<file path="config.mk">
export PLATFORM = sky130hd
export DESIGN_NAME = pinirq_ctrl
export DESIGN_NICKNAME = d
export VERILOG_FILES = /design/src/rtl/pinirq_pkg.sv /design/src/rtl/pinirq_sync.sv /design/src/rtl/pinirq_group.sv /design/src/rtl/pinirq_ext.sv /design/src/rtl/pinirq_ctrl.sv
export SDC_FILE = /design/constraint.sdc
export NUM_CORES = 1
export LEC_CHECK = 0
export ABC_AREA = 1
export ABC_CLOCK_PERIOD_IN_PS = 3700
export BUFFER_PORTS_ARGS = -buffer_cell sky130_fd_sc_hd__buf_2
export CORE_MARGIN = 2
export CORE_UTILIZATION = 50
export DETAILED_ROUTE_END_ITERATION = 10
export MAX_ROUTING_LAYER = met4
export PLACE_DENSITY_LB_ADDON = 0.12
export SYNTH_ARGS = -nofsm -noshare
export SYNTH_HDL_FRONTEND = slang
export SYNTH_HIERARCHICAL = 1
export SYNTH_SLANG_ARGS = --single-unit
</file>
<file path="constraint.sdc">
create_clock -name clk -period 3.7 [get_ports clk]
set_input_delay 0.37 -clock clk [delete_from_list [all_inputs] [get_ports clk]]
set_output_delay 0.37 -clock clk [all_outputs]
set_load 0.02 [all_outputs]
</file>
<file path="src/rtl/pinirq_pkg.sv">
package pinirq_pkg;

  localparam int REG_W        = 8;
  localparam int ADDR_W       = 3;
  localparam int FLAG_GRP_LSB = 4;
  localparam int EXT_BIT      = 0;

  localparam logic [ADDR_W-1:0] ADDR_EN    = 3'd4;
  localparam logic [ADDR_W-1:0] ADDR_SENSE = 3'd5;
  localparam logic [ADDR_W-1:0] ADDR_FLAG  = 3'd6;

  typedef enum logic [1:0] {
    SENSE_LOW  = 2'b00,
    SENSE_ANY  = 2'b01,
    SENSE_FALL = 2'b10,
    SENSE_RISE = 2'b11
  } sense_e;

  // next flag value: a detection always beats a clear
  function automatic logic flag_next(input logic cur, input logic set, input logic clr);
    return set | (cur & ~clr);
  endfunction

  // edge match of the external pin for the selected mode
  function automatic logic edge_match(input sense_e mode, input logic cur, input logic prev);
    logic rise, fall;
    rise = cur & ~prev;
    fall = ~cur & prev;
    case (mode)
      SENSE_ANY:  return rise | fall;
      SENSE_FALL: return fall;
      SENSE_RISE: return rise;
      default:    return 1'b0;
    endcase
  endfunction

endpackage

</file>
<file path="src/rtl/pinirq_sync.sv">
module pinirq_sync #(
  parameter int W = 8
) (
  input  logic         clk,
  input  logic         rst_n,
  input  logic [W-1:0] d,
  output logic [W-1:0] q
);
  logic [W-1:0] stage1, stage2;

  always_ff @(posedge clk or negedge rst_n) begin
    if (!rst_n) begin
      stage1 <= '0;
      stage2 <= '0;
    end else begin
      stage1 <= d;
      stage2 <= stage1;
    end
  end

  assign q = stage2;
endmodule

</file>
<file path="src/rtl/pinirq_group.sv">
module pinirq_group
  import pinirq_pkg::*;
#(
  parameter int W = 8
) (
  input  logic         clk,
  input  logic         rst_n,
  input  logic         arm,
  input  logic [W-1:0] pin_s,
  input  logic [W-1:0] mask,
  input  logic         clr,
  output logic         flag,
  output logic         hit
);
  logic [W-1:0] prev;
  logic         flag_q;

  assign hit  = arm & (|((pin_s ^ prev) & mask));
  assign flag = flag_q;

  always_ff @(posedge clk or negedge rst_n) begin
    if (!rst_n) begin
      prev   <= '0;
      flag_q <= 1'b0;
    end else begin
      prev   <= pin_s;
      flag_q <= flag_next(flag_q, hit, clr);
    end
  end

  p_set_wins_r6: assert property (@(posedge clk) disable iff (!rst_n)
    hit |=> flag);
  p_clear_r5: assert property (@(posedge clk) disable iff (!rst_n)
    (clr && !hit) |=> !flag);
  p_hold_r5: assert property (@(posedge clk) disable iff (!rst_n)
    (!clr && !hit) |=> $stable(flag));
  p_arm_quiet_r10: assert property (@(posedge clk) disable iff (!rst_n)
    (!arm && !flag) |=> !flag);
endmodule

</file>
<file path="src/rtl/pinirq_ext.sv">
module pinirq_ext
  import pinirq_pkg::*;
(
  input  logic   clk,
  input  logic   rst_n,
  input  logic   arm,
  input  logic   pin_s,
  input  sense_e sense,
  input  logic   clr,
  output logic   flag,
  output logic   edge_hit,
  output logic   level_act
);
  logic prev;
  logic flag_q;

  assign edge_hit  = arm & edge_match(sense, pin_s, prev);
  assign level_act = arm & (sense == SENSE_LOW) & ~pin_s;
  assign flag      = flag_q;

  always_ff @(posedge clk or negedge rst_n) begin
    if (!rst_n) begin
      prev   <= 1'b0;
      flag_q <= 1'b0;
    end else begin
      prev   <= pin_s;
      flag_q <= flag_next(flag_q, edge_hit, clr);
    end
  end

  p_level_noflag_r8: assert property (@(posedge clk) disable iff (!rst_n)
    (sense == SENSE_LOW && !flag) |=> !flag);
  p_edge_sets_r7: assert property (@(posedge clk) disable iff (!rst_n)
    edge_hit |=> flag);
  p_ext_clear_r5: assert property (@(posedge clk) disable iff (!rst_n)
    (clr && !edge_hit) |=> !flag);
endmodule

</file>
<file path="src/rtl/pinirq_ctrl.sv">
module pinirq_ctrl
  import pinirq_pkg::*;
#(
  parameter int NUM_GROUPS    = 4,
  parameter int GROUP_W       = 8,
  parameter int ACTIVE_GROUPS = 4,
  parameter int WARM_CYCLES   = 3
) (
  input  logic                          clk,
  input  logic                          rst_n,
  input  logic                          gie,
  input  logic [NUM_GROUPS*GROUP_W-1:0] grp_pins,
  input  logic                          ext_pin,
  input  logic [ADDR_W-1:0]             bus_addr,
  input  logic [REG_W-1:0]              bus_wdata,
  input  logic                          bus_we,
  output logic [REG_W-1:0]              bus_rdata,
  input  logic [NUM_GROUPS-1:0]         grp_ack,
  input  logic                          ext_ack,
  output logic [NUM_GROUPS-1:0]         grp_req,
  output logic                          ext_req
);
  localparam int PIN_W  = NUM_GROUPS * GROUP_W;
  localparam int SYNC_W = PIN_W + 1;
  localparam int WARM_W = $clog2(WARM_CYCLES + 1);

  // synchronised pins, external pin on top
  logic [SYNC_W-1:0] pins_s;
  pinirq_sync #(.W(SYNC_W)) u_sync (
    .clk(clk), .rst_n(rst_n), .d({ext_pin, grp_pins}), .q(pins_s)
  );

  // warm-up: detection waits until synchroniser and history hold real pin data
  logic [WARM_W-1:0] warm_cnt;
  logic              arm;
  always_ff @(posedge clk or negedge rst_n) begin
    if (!rst_n)       warm_cnt <= '0;
    else if (!arm)    warm_cnt <= warm_cnt + 1'b1;
  end
  assign arm = (warm_cnt == WARM_W'(WARM_CYCLES));

  // bus decode
  logic flag_wr, en_wr, sense_wr;
  assign flag_wr  = bus_we && (bus_addr == ADDR_FLAG);
  assign en_wr    = bus_we && (bus_addr == ADDR_EN);
  assign sense_wr = bus_we && (bus_addr == ADDR_SENSE);

  // enable and sense registers
  logic [NUM_GROUPS-1:0] grp_en_q;
  logic                  ext_en_q;
  sense_e                sense_q;
  always_ff @(posedge clk or negedge rst_n) begin
    if (!rst_n) begin
      grp_en_q <= '0;
      ext_en_q <= 1'b0;
      sense_q  <= SENSE_LOW;
    end else begin
      if (en_wr) begin
        grp_en_q <= bus_wdata[FLAG_GRP_LSB +: NUM_GROUPS];
        ext_en_q <= bus_wdata[EXT_BIT];
      end
      if (sense_wr) sense_q <= sense_e'(bus_wdata[1:0]);
    end
  end

  // per-bank mask, detection and flag
  logic [GROUP_W-1:0]    mask_w [NUM_GROUPS];
  logic [NUM_GROUPS-1:0] grp_flag, grp_hit, grp_clr;

  for (genvar g = 0; g < NUM_GROUPS; g++) begin : g_bank
    if (g < ACTIVE_GROUPS) begin : g_live
      logic [GROUP_W-1:0] mask_q;
      always_ff @(posedge clk or negedge rst_n) begin
        if (!rst_n)                                    mask_q <= '0;
        else if (bus_we && bus_addr == ADDR_W'(g))     mask_q <= bus_wdata[GROUP_W-1:0];
      end
      assign mask_w[g] = mask_q;
    end else begin : g_absent
      assign mask_w[g] = '0;
      p_absent_quiet_r9: assert property (@(posedge clk) disable iff (!rst_n)
        !grp_flag[g] && !grp_req[g]);
    end

    assign grp_clr[g] = (flag_wr & bus_wdata[FLAG_GRP_LSB + g]) | grp_ack[g];

    pinirq_group #(.W(GROUP_W)) u_grp (
      .clk   (clk),
      .rst_n (rst_n),
      .arm   (arm),
      .pin_s (pins_s[g*GROUP_W +: GROUP_W]),
      .mask  (mask_w[g]),
      .clr   (grp_clr[g]),
      .flag  (grp_flag[g]),
      .hit   (grp_hit[g])
    );
  end

  // external pin
  logic ext_flag, ext_hit, ext_level, ext_clr;
  assign ext_clr = (flag_wr & bus_wdata[EXT_BIT]) | ext_ack;

  pinirq_ext u_ext (
    .clk       (clk),
    .rst_n     (rst_n),
    .arm       (arm),
    .pin_s     (pins_s[PIN_W]),
    .sense     (sense_q),
    .clr       (ext_clr),
    .flag      (ext_flag),
    .edge_hit  (ext_hit),
    .level_act (ext_level)
  );

  // requests
  assign grp_req = grp_flag & grp_en_q & {NUM_GROUPS{gie}};
  assign ext_req = gie & ext_en_q & ((sense_q == SENSE_LOW) ? ext_level : ext_flag);

  // read mux
  always_comb begin
    bus_rdata = '0;
    if (bus_addr == ADDR_FLAG) begin
      bus_rdata[FLAG_GRP_LSB +: NUM_GROUPS] = grp_flag;
      bus_rdata[EXT_BIT]                    = ext_flag;
    end else if (bus_addr == ADDR_EN) begin
      bus_rdata[FLAG_GRP_LSB +: NUM_GROUPS] = grp_en_q;
      bus_rdata[EXT_BIT]                    = ext_en_q;
    end else if (bus_addr == ADDR_SENSE) begin
      bus_rdata[1:0] = sense_q;
    end else begin
      for (int g = 0; g < NUM_GROUPS; g++)
        if (bus_addr == ADDR_W'(g)) bus_rdata[GROUP_W-1:0] = mask_w[g];
    end
  end

  p_req_needs_gie_r4: assert property (@(posedge clk) disable iff (!rst_n)
    ((|grp_req) || ext_req) |-> gie);
  p_reserved_zero_r9: assert property (@(posedge clk) disable iff (!rst_n)
    (bus_addr == ADDR_FLAG || bus_addr == ADDR_EN) |-> (bus_rdata[3:1] == 3'b000));
  p_req_needs_flag_r4: assert property (@(posedge clk) disable iff (!rst_n)
    (grp_req & ~grp_flag) == '0);
  p_level_no_edge_r8: assert property (@(posedge clk) disable iff (!rst_n)
    (sense_q == SENSE_LOW) |-> !ext_hit);
endmodule

</file>
==> results of run 1 <==
## metal layers
metal / track usage, % / up-vias
met1: 28.2 / 1898
met5: - / -
met4: 6.60 / 0
met2: 35.7 / 60
li1: - / 1996
met3: 6.34 / 5
## power groups by stage
stage / combinational, mW / sequential, mW / clock [mW]
floorplan: 0.258 / 1.84 / 0
global placement: 0.380 / 1.89 / 0
detailed placement: 0.389 / 1.89 / 0
CTS: 0.420 / 1.87 / 1.72
global route: 0.479 / 1.88 / 1.79
finish: 0.414 / 1.86 / 1.69
## critical path, delay by kind of cell, from the launching register on
family / cells / cell delay (ns)
AOI/OAI and AO/OA: 1 / 0.13
DFF: 1 / 0.36
buffers and inverters: 2 / 0.28
adders and majority gates: 1 / 0.35
and+or+nand+nor: 2 / 0.33
## layout make-up
cell class | count | area, um^2 | share of cell area [%]
Antenna cell | 1 | 2.50 | 0.0358
Clock buffer | 20 | 435 | 6.24
Clock inverter | 11 | 155 | 2.22
Inverter | 91 | 344 | 4.93
Multi-Input combinational cell | 329 | 1550 | 22.2
Sequential cell | 145 | 3630 | 52.0
Tap cell | 140 | 175 | 2.51
Timing Repair Buffer | 100 | 692 | 9.91
## cells in the final DEF, fill, tap and decap left out, types with 2 or more instances in the layout
cell type and n:
buf_2 64, bufinv_16 3, clkbuf_1 2, clkbuf_16 16, clkbuf_8 2, clkinv_4 3
dfrtp_1 145, dlygate4sd3_1 34, ha_1 3, inv_1 87, inv_2 3, inv_6 3
nand2_1 185, nand2_2 4, nand2_4 2, nand3_1 41, nand3_2 5, nand4_1 4
nor2_1 23, nor3_4 5, o211ai_1 3, o21ai_0 12, o21ai_1 29, o21bai_1 5
or2_2 3
## repair_timing
action,4_1_cts,5_1_grt
endpoints found under the hold margin,106,0
hold buffers,34,0
resized for setup,0,0
## sequential cells by signal, indices dropped and copies added, names as in the netlist
name	count
ext_en_q	1
u_ext/prev	1
sense_q	2
u_ext/flag	1
u_sync/q	33
grp_en_q	4
g_bank.u_grp/flag	4
warm_cnt	2
g_bank.u_grp/prev	32
u_sync/stage1	33
g_bank.g_live.mask_q	32
## final timing paths
| path | startpoint | to | slack, ns | depth (start not counted) |
|---|---|---|---|---|
| max | warm_cnt[0] | ext_req | 1.34 | 6 |
| min | grp_ack[3] | g_bank[3].u_grp/flag | 0.18 | 5 |
| max reg2reg | warm_cnt[0] | warm_cnt[1] | 2.49 | 2 |
| min reg2reg | u_sync/stage1[24] | u_sync/q[24] | 0.35 | 0 |
| max in group asynchronous | rst_n | u_sync/q[19] | 2.46 | 3 |
| min in group asynchronous | rst_n | u_sync/q[28] | 0.42 | 2 |
## through the flow
stage	hold WS, ns	cells	setup WS [ns]
detailed placement	0.335	771	1.72
global route	0.177	837	1.17
CTS	0.154	836	1.27
global placement	0.332	771	1.73
floorplan	0.0744	572	1.98
finish	0.180	837	1.34
==> flow_summary.toml, run 1 <==
[floorplan]
ioPinCount = 66
core_um2 = 10900
die_w_um = 110
num_rows = 38
die_height_um = 110
die_area_um2 = 12000
start_util_pct = 51.3

[clock_tree]
cts.sinks = 145
clk_latency_ns = 0.52
cts_buffer_depth = 2
clkSlewWorstSetupHoldPaths_ns = 0.06
post-cts-setup-buffers = 0
cts_tree = "yes"
numCtsBuffers = 17
cts_root_buf = "clkbuf_8"
htreeDepth = 4

[run_status]
status = "finished clean"

[sta]
finalMaxSlewViolations = 0
period_minus_slack_ns = 2.36
slew_headroom_pct = 55.9
max_freq_ghz = 0.424
setup_viol = 0
hold_viol_final = 0
tns_ns = 0
fin_crit_sh_pct = 63.7
rsz0062_at_grt = "no"
tightest_slew_ns = 0.661
finClkSkew_ns = 0.00364

[cells_and_area]
final_area_um2 = 6980
drive_gt1_share_pct = 17.2
fin_nets = 740
post-route-util_pct = 64.1
fill_cells = 887
syn_to_final_growth_pct = 25.0

[setup_path]
worstPathCellList = "ha_1, inv_1, nor4_1, nand2_1, a21oi_1, buf_2"
critPathMaxStageDelay_ns = 0.36
crit_type = "reg -> out"
crit_fanout = 7
end_kind = "primary output"
cp.arrival_ns = 1.99
cp-start-kind = "flop"
critPathSlowestCell = "dfrtp_1"
worstPathRequired_ns = 3.33

[drt]
vias = 3959
wl_per_cell_um = 14.1
drtPass1Iterations = 4
dr.max_layer_used = "met4"
wl_met1_um = 5510
drtIter0Drc = 178
drc = 0
ant_nets = 0
routed-wl-met2_um = 5830
drt-total-wl_um = 11800
routed_via_density = 4.73
wl_met3_um = 403

[hold_path]
min_path_type = "in -> reg"

[pwr]
power.total_mw = 3.97
p_clk_share_pct = 42.6
ir_drop_uv = 607
p_leak_nw = 3.66
p_int_mw = 2.96
power_frac_comb_pct = 10.4
seq_power_share_pct = 47.0
sw_frac_of_total_pct = 25.5
switchingPower_mw = 1.01
powerDensity_nw_per_um2 = 568

[grt]
grt_pass1_wl_um = 18900
grt_pass1_vias = 3861
grt_max_degree = 75
grt_use_total_pct = 22.4
grt_overflow = 0
antenna_found_initial = 1

[yosys]
syn_inst = 572
synth_area_um2 = 5580
ys_warn_count = 6
avgSynthCellArea_um2 = 9.76
syn_nets = 628

[place]
dpl_cell_area_um2 = 6050
port_buffers = 65
dpl.hpwl_um = 8040
gp_congestion = 0.859

[job]
drv_cap = 0
Note: power is estimated with default switching activity, not from simulation.
==> run 2, diff against run 1 <==
ABC_AREA = 0   (was 1)
ABC_CLOCK_PERIOD_IN_PS = 2200   (was 3700)
clock period = 2.2 ns   (was 3.7 ns; I/O delays follow)
==> run 2 against run 1 <==
Net effect: count of clock-buffer cells in the layout down 2; critical path type unchanged; largest cell class unchanged; via count down 22%; power up 73%; hold slack worse by 0.15 ns.
==> flow_summary.toml, run 2 <==
[run_status]
status = "finished clean"

[cells_and_area]
diodes = 0
final_common_cell = "dfrtp_1"
final_cell_mix = "145 x dfrtp_1, 64 x buf_2, 42 x mux2_2, 36 x dlygate4sd3_1, 32 x xor2_1"
syn_to_final_growth_pct = 28.1
drive_gt1_share_pct = 35.8
fin_nets = 507

[yosys]
avgSynthCellArea_um2 = 16.1
syn_nets = 388
synth_area_um2 = 5340
ys_warn_count = 6
syn_inst = 332

[sta]
rsz0062_at_grt = "no"
finClkSkew_ns = 0.00554
period_minus_slack_ns = 1.94
slew_headroom_pct = 59.4
fin_crit_sh_pct = 88.2
finalMaxSlewViolations = 0
hold_ws_ns = 0.0319
tightest_slew_ns = 0.607
setup_viol = 0
hold_viol_final = 0
tns_ns = 0
max_freq_ghz = 0.515

[clock_tree]
clkSlewWorstSetupHoldPaths_ns = 0.06
numCtsBuffers = 17
htreeDepth = 4
post-cts-setup-buffers = 0
cts_buffer_depth = 2
cts_tree = "yes"
cts_root_buf = "clkbuf_8"
cts.sinks = 145
clk_latency_ns = 0.52

[setup_path]
end_kind = "primary output"
worstPathRequired_ns = 1.98
cp-start-kind = "flop"
cp_num_buf_inv = 1
crit_fanout = 2
worstPathCellList = "ha_1, nor4b_2, nand2_1, a21oi_1, buf_2"
cp.arrival_ns = 1.72
critPathMaxStageDelay_ns = 0.38
crit_family = "flip-flops"
critPathSlowestCell = "dfrtp_1"
crit_type = "reg -> out"

[hold_path]
min_path_type = "in -> reg"

[job]
drv_cap = 0

[floorplan]
die_height_um = 107
num_rows = 37
ioPinCount = 66
start_util_pct = 51.7
die_w_um = 107
core_um2 = 10300
die_area_um2 = 11500

[drt]
ant_nets = 0
wl_per_cell_um = 16.8
vias = 3093
drt-total-wl_um = 10100
drtPass1Iterations = 4
drtIter0Drc = 70
routed_via_density = 5.16
drc = 0

[grt]
grt_pass1_vias = 3282
grt_use_total_pct = 20.4
grt_pass1_wl_um = 16700
antenna_found_initial = 0
grt_overflow = 0
grt_max_degree = 55

[pwr]
p_leak_nw = 3.17
powerDensity_nw_per_um2 = 1000
ir_drop_uv = 555

[place]
gp_congestion = 0.796
dpl.hpwl_um = 6790
port_buffers = 65
-- run 2: repair_timing --
action	in CTS	in global routing
hold endpoints to repair	88	0
resized for setup	0	1
endpoints found under the setup margin	0	1
hold buffers	36	0
-- run 2: cell type report --
class	count	area, um^2
Fill cell	778	3490
Inverter	11	41.3
Timing Repair Buffer	106	754
Sequential cell	145	3630
Tap cell	136	170
Clock inverter	14	190
Clock buffer	18	418
Multi-Input combinational cell	170	1630
-- run 2: final timing paths --
kind                                    startpoint                          to  slack (ns)  cells past startpoint
setup / recovery                       warm_cnt[0]                     ext_req        0.26                      5
hold / removal                        bus_wdata[1]  g_bank[3].g_live.mask_q[1]        0.03                      2
setup reg to reg           g_bank[0].u_grp/prev[0]        g_bank[0].u_grp/flag        0.94                      4
hold reg to reg                  u_sync/stage1[15]                u_sync/q[15]        0.35                      0
max in group asynchronous                    rst_n     g_bank[3].u_grp/prev[0]        1.34                      3
min in group asynchronous                    rst_n           u_sync/stage1[25]        0.21                      2
-- run 2: routing by layer --
layer  routed length, um  vias up  share of wire, %  global-route usage [%]
met5                   0        -                 0                       -
met4                  95        0              0.94                    7.33
met3                 417        8               4.1                    6.05
met2                5000       75                50                    31.5
met1                4570     1595                45                    25.9
li1                    -     1415                 -                       -
-- run 2: where the power goes --
group	internal (mW)	switching [mW]	total (mW)
sequential	2.94	0.211	3.15
clock	1.84	1.06	2.90
combinational	0.428	0.372	0.801
total	5.20	1.64	6.85
-- run 2: metrics by stage --
step | power, mW | setup slack [ns] | utilization, % | instances | cell area, um^2
final | 6.85 | 0.259 | 66.2 | 600 | 6840
after global routing | 7.16 | 0.142 | 66.2 | 600 | 6840
after floorplan | 3.63 | 0.677 | - | 332 | 5340
after global placement | 3.93 | 0.452 | 56.8 | 532 | 5860
after detailed placement | 3.95 | 0.462 | 56.8 | 532 | 5860
after CTS | 6.93 | 0.130 | 66.2 | 600 | 6830
==> run 3, diff against run 2 <==
ABC_CLOCK_PERIOD_IN_PS = 2330   (was 2200)
clock period = 2.33 ns   (was 2.2 ns; I/O delays follow)
==> run 3 against run 2 <==
Net effect: worst setup slack lost 0.0070 ns; die area stayed put; sequential power is 6% lower; wire length shrank 0.42%; power decreased by 5.9%; via count fell by 2.2%; sequential cell count stayed put; cell count fell by 0.67%; clock skew fell by 0.00084 ns; critical path type unchanged; critical endpoint unchanged; largest power group unchanged; highest routed layer unchanged.
==> flow_summary.toml, run 3 (synthesized netlist as in run 2, its figures left out) <==
[grt]
grt_use_met3_pct = 4.90
gr-usage-met1_pct = 25.4
antenna_found_initial = 0
globalRoute.busiestLayer = "met2"
grt_max_degree = 57
grt_pass1_vias = 3175
use_met2_pct = 31.3
grt_pass1_wl_um = 16300
grt_overflow = 0
grt_use_total_pct = 20.2

[clock_tree]
clkSlewWorstSetupHoldPaths_ns = 0.06
cts_tree = "yes"
cts_root_buf = "clkbuf_8"
numCtsBuffers = 17
cts_buffer_depth = 2
post-cts-setup-buffers = 0
htreeDepth = 4
cts.sinks = 145
clk_latency_ns = 0.53

[sta]
rsz0062_at_grt = "no"
finalMaxSlewViolations = 0
setup_viol = 0
finClkSkew_ns = 0.00471
hold_ws_ns = 0.0386
slew_headroom_pct = 48.7
fin_crit_sh_pct = 89.2
tns_ns = 0
layout_setup_ws_ns = 0.252
period_minus_slack_ns = 2.08
max_freq_ghz = 0.481
hold_viol_final = 0
tightest_slew_ns = 0.770

[floorplan]
die_height_um = 107
num_rows = 37
ioPinCount = 66
die_w_um = 107
core_um2 = 10300
start_util_pct = 51.7
die_area_um2 = 11500

[run_status]
status = "finished clean"

[drt]
drc = 0
routed_via_density = 5.08
drtPass1Iterations = 4
vias = 3025
drtIter0Drc = 106
drt-total-wl_um = 10000
wl_per_cell_um = 16.8
ant_nets = 0

[cells_and_area]
fill_cells = 747
final_cell_mix = "145 x dfrtp_1, 64 x buf_2, 42 x mux2_2, 36 x dlygate4sd3_1, 32 x xor2_1"
drive_gt1_share_pct = 35.2
final_common_cell = "dfrtp_1"
diodes = 0
post-route-util_pct = 65.9
ff_latch_area_um2 = 3630
syn_to_final_growth_pct = 27.4
multi_input_area_um2 = 1640
fin_nets = 505
layout.cells.non_filler = 596

[place]
port_buffers = 65
place_inst = 530
gp_congestion = 0.759
place_ws_ns = 0.271
dpl.hpwl_um = 6800

[setup_path]
critPathSlowestCell = "dfrtp_1"
ff2ff_setup_slack_ns = 1.09
cp_num_buf_inv = 1
worstPathRequired_ns = 2.10
crit_type = "reg -> out"
cp-start-kind = "flop"
critPathMaxStageDelay_ns = 0.37
crit_family = "flip-flops"
end_kind = "primary output"
cp.arrival_ns = 1.84
crit_fanout = 9
worstPathCellList = "ha_2, nor4b_2, nand2_1, a21oi_1, buf_2"

[pwr]
ir_drop_uv = 575
powerDensity_nw_per_um2 = 947
p_leak_nw = 3.15

[job]
drv_cap = 0

[hold_path]
min_path_type = "in -> reg"
## run 3: worst paths after layout
path,endpoint,cells past startpoint,startpoint
min,g_bank[3].g_live.mask_q[6],2,bus_wdata[6]
min reg2reg,u_sync/q[13],0,u_sync/stage1[13]
max in group asynchronous,g_bank[0].u_grp/prev[6],3,rst_n
max,ext_req,5,warm_cnt[0]
max reg2reg,g_bank[0].u_grp/flag,4,g_bank[0].u_grp/prev[0]
min in group asynchronous,u_sync/q[31],2,rst_n
## run 3: metrics by stage
stage / instance area, um^2 / power (mW)
final: 6800 / 6.44
after detailed placement: 5830 / 3.73
after global routing: 6800 / 6.72
after floorplan: 5340 / 3.43
after global placement: 5830 / 3.70
after CTS: 6790 / 6.52
## run 3: final cells by class
type                       count  share of cell area [%]
clock buffer                  20                    6.40
clock inverter                10                    2.37
inverter                      11                   0.607
multi-input combinational    170                    24.1
sequential                   145                    53.4
tap                          136                    2.50
timing repair buffer         104                    10.7
## run 3: timing repair
| action | CTS | global route |
|---|---|---|
| hold endpoints to repair | 94 | 0 |
| endpoints found under the setup margin | 0 | 1 |
| hold buffers | 36 | 0 |
| resized for setup | 0 | 2 |
## run 3: routing by layer
metal  vias up  share of wire, %
met5         -                 0
met4         0               1.7
met3        16               3.7
met2        58                49
met1      1555                45
li1       1396                 -
## run 3: power breakdown
group / total (mW) / switching (mW) / internal (mW) / leakage (nW)
combinational: 0.749 / 0.348 / 0.401 / 1.17
sequential: 2.97 / 0.199 / 2.77 / 1.69
clock: 2.72 / 0.967 / 1.75 / 0.283
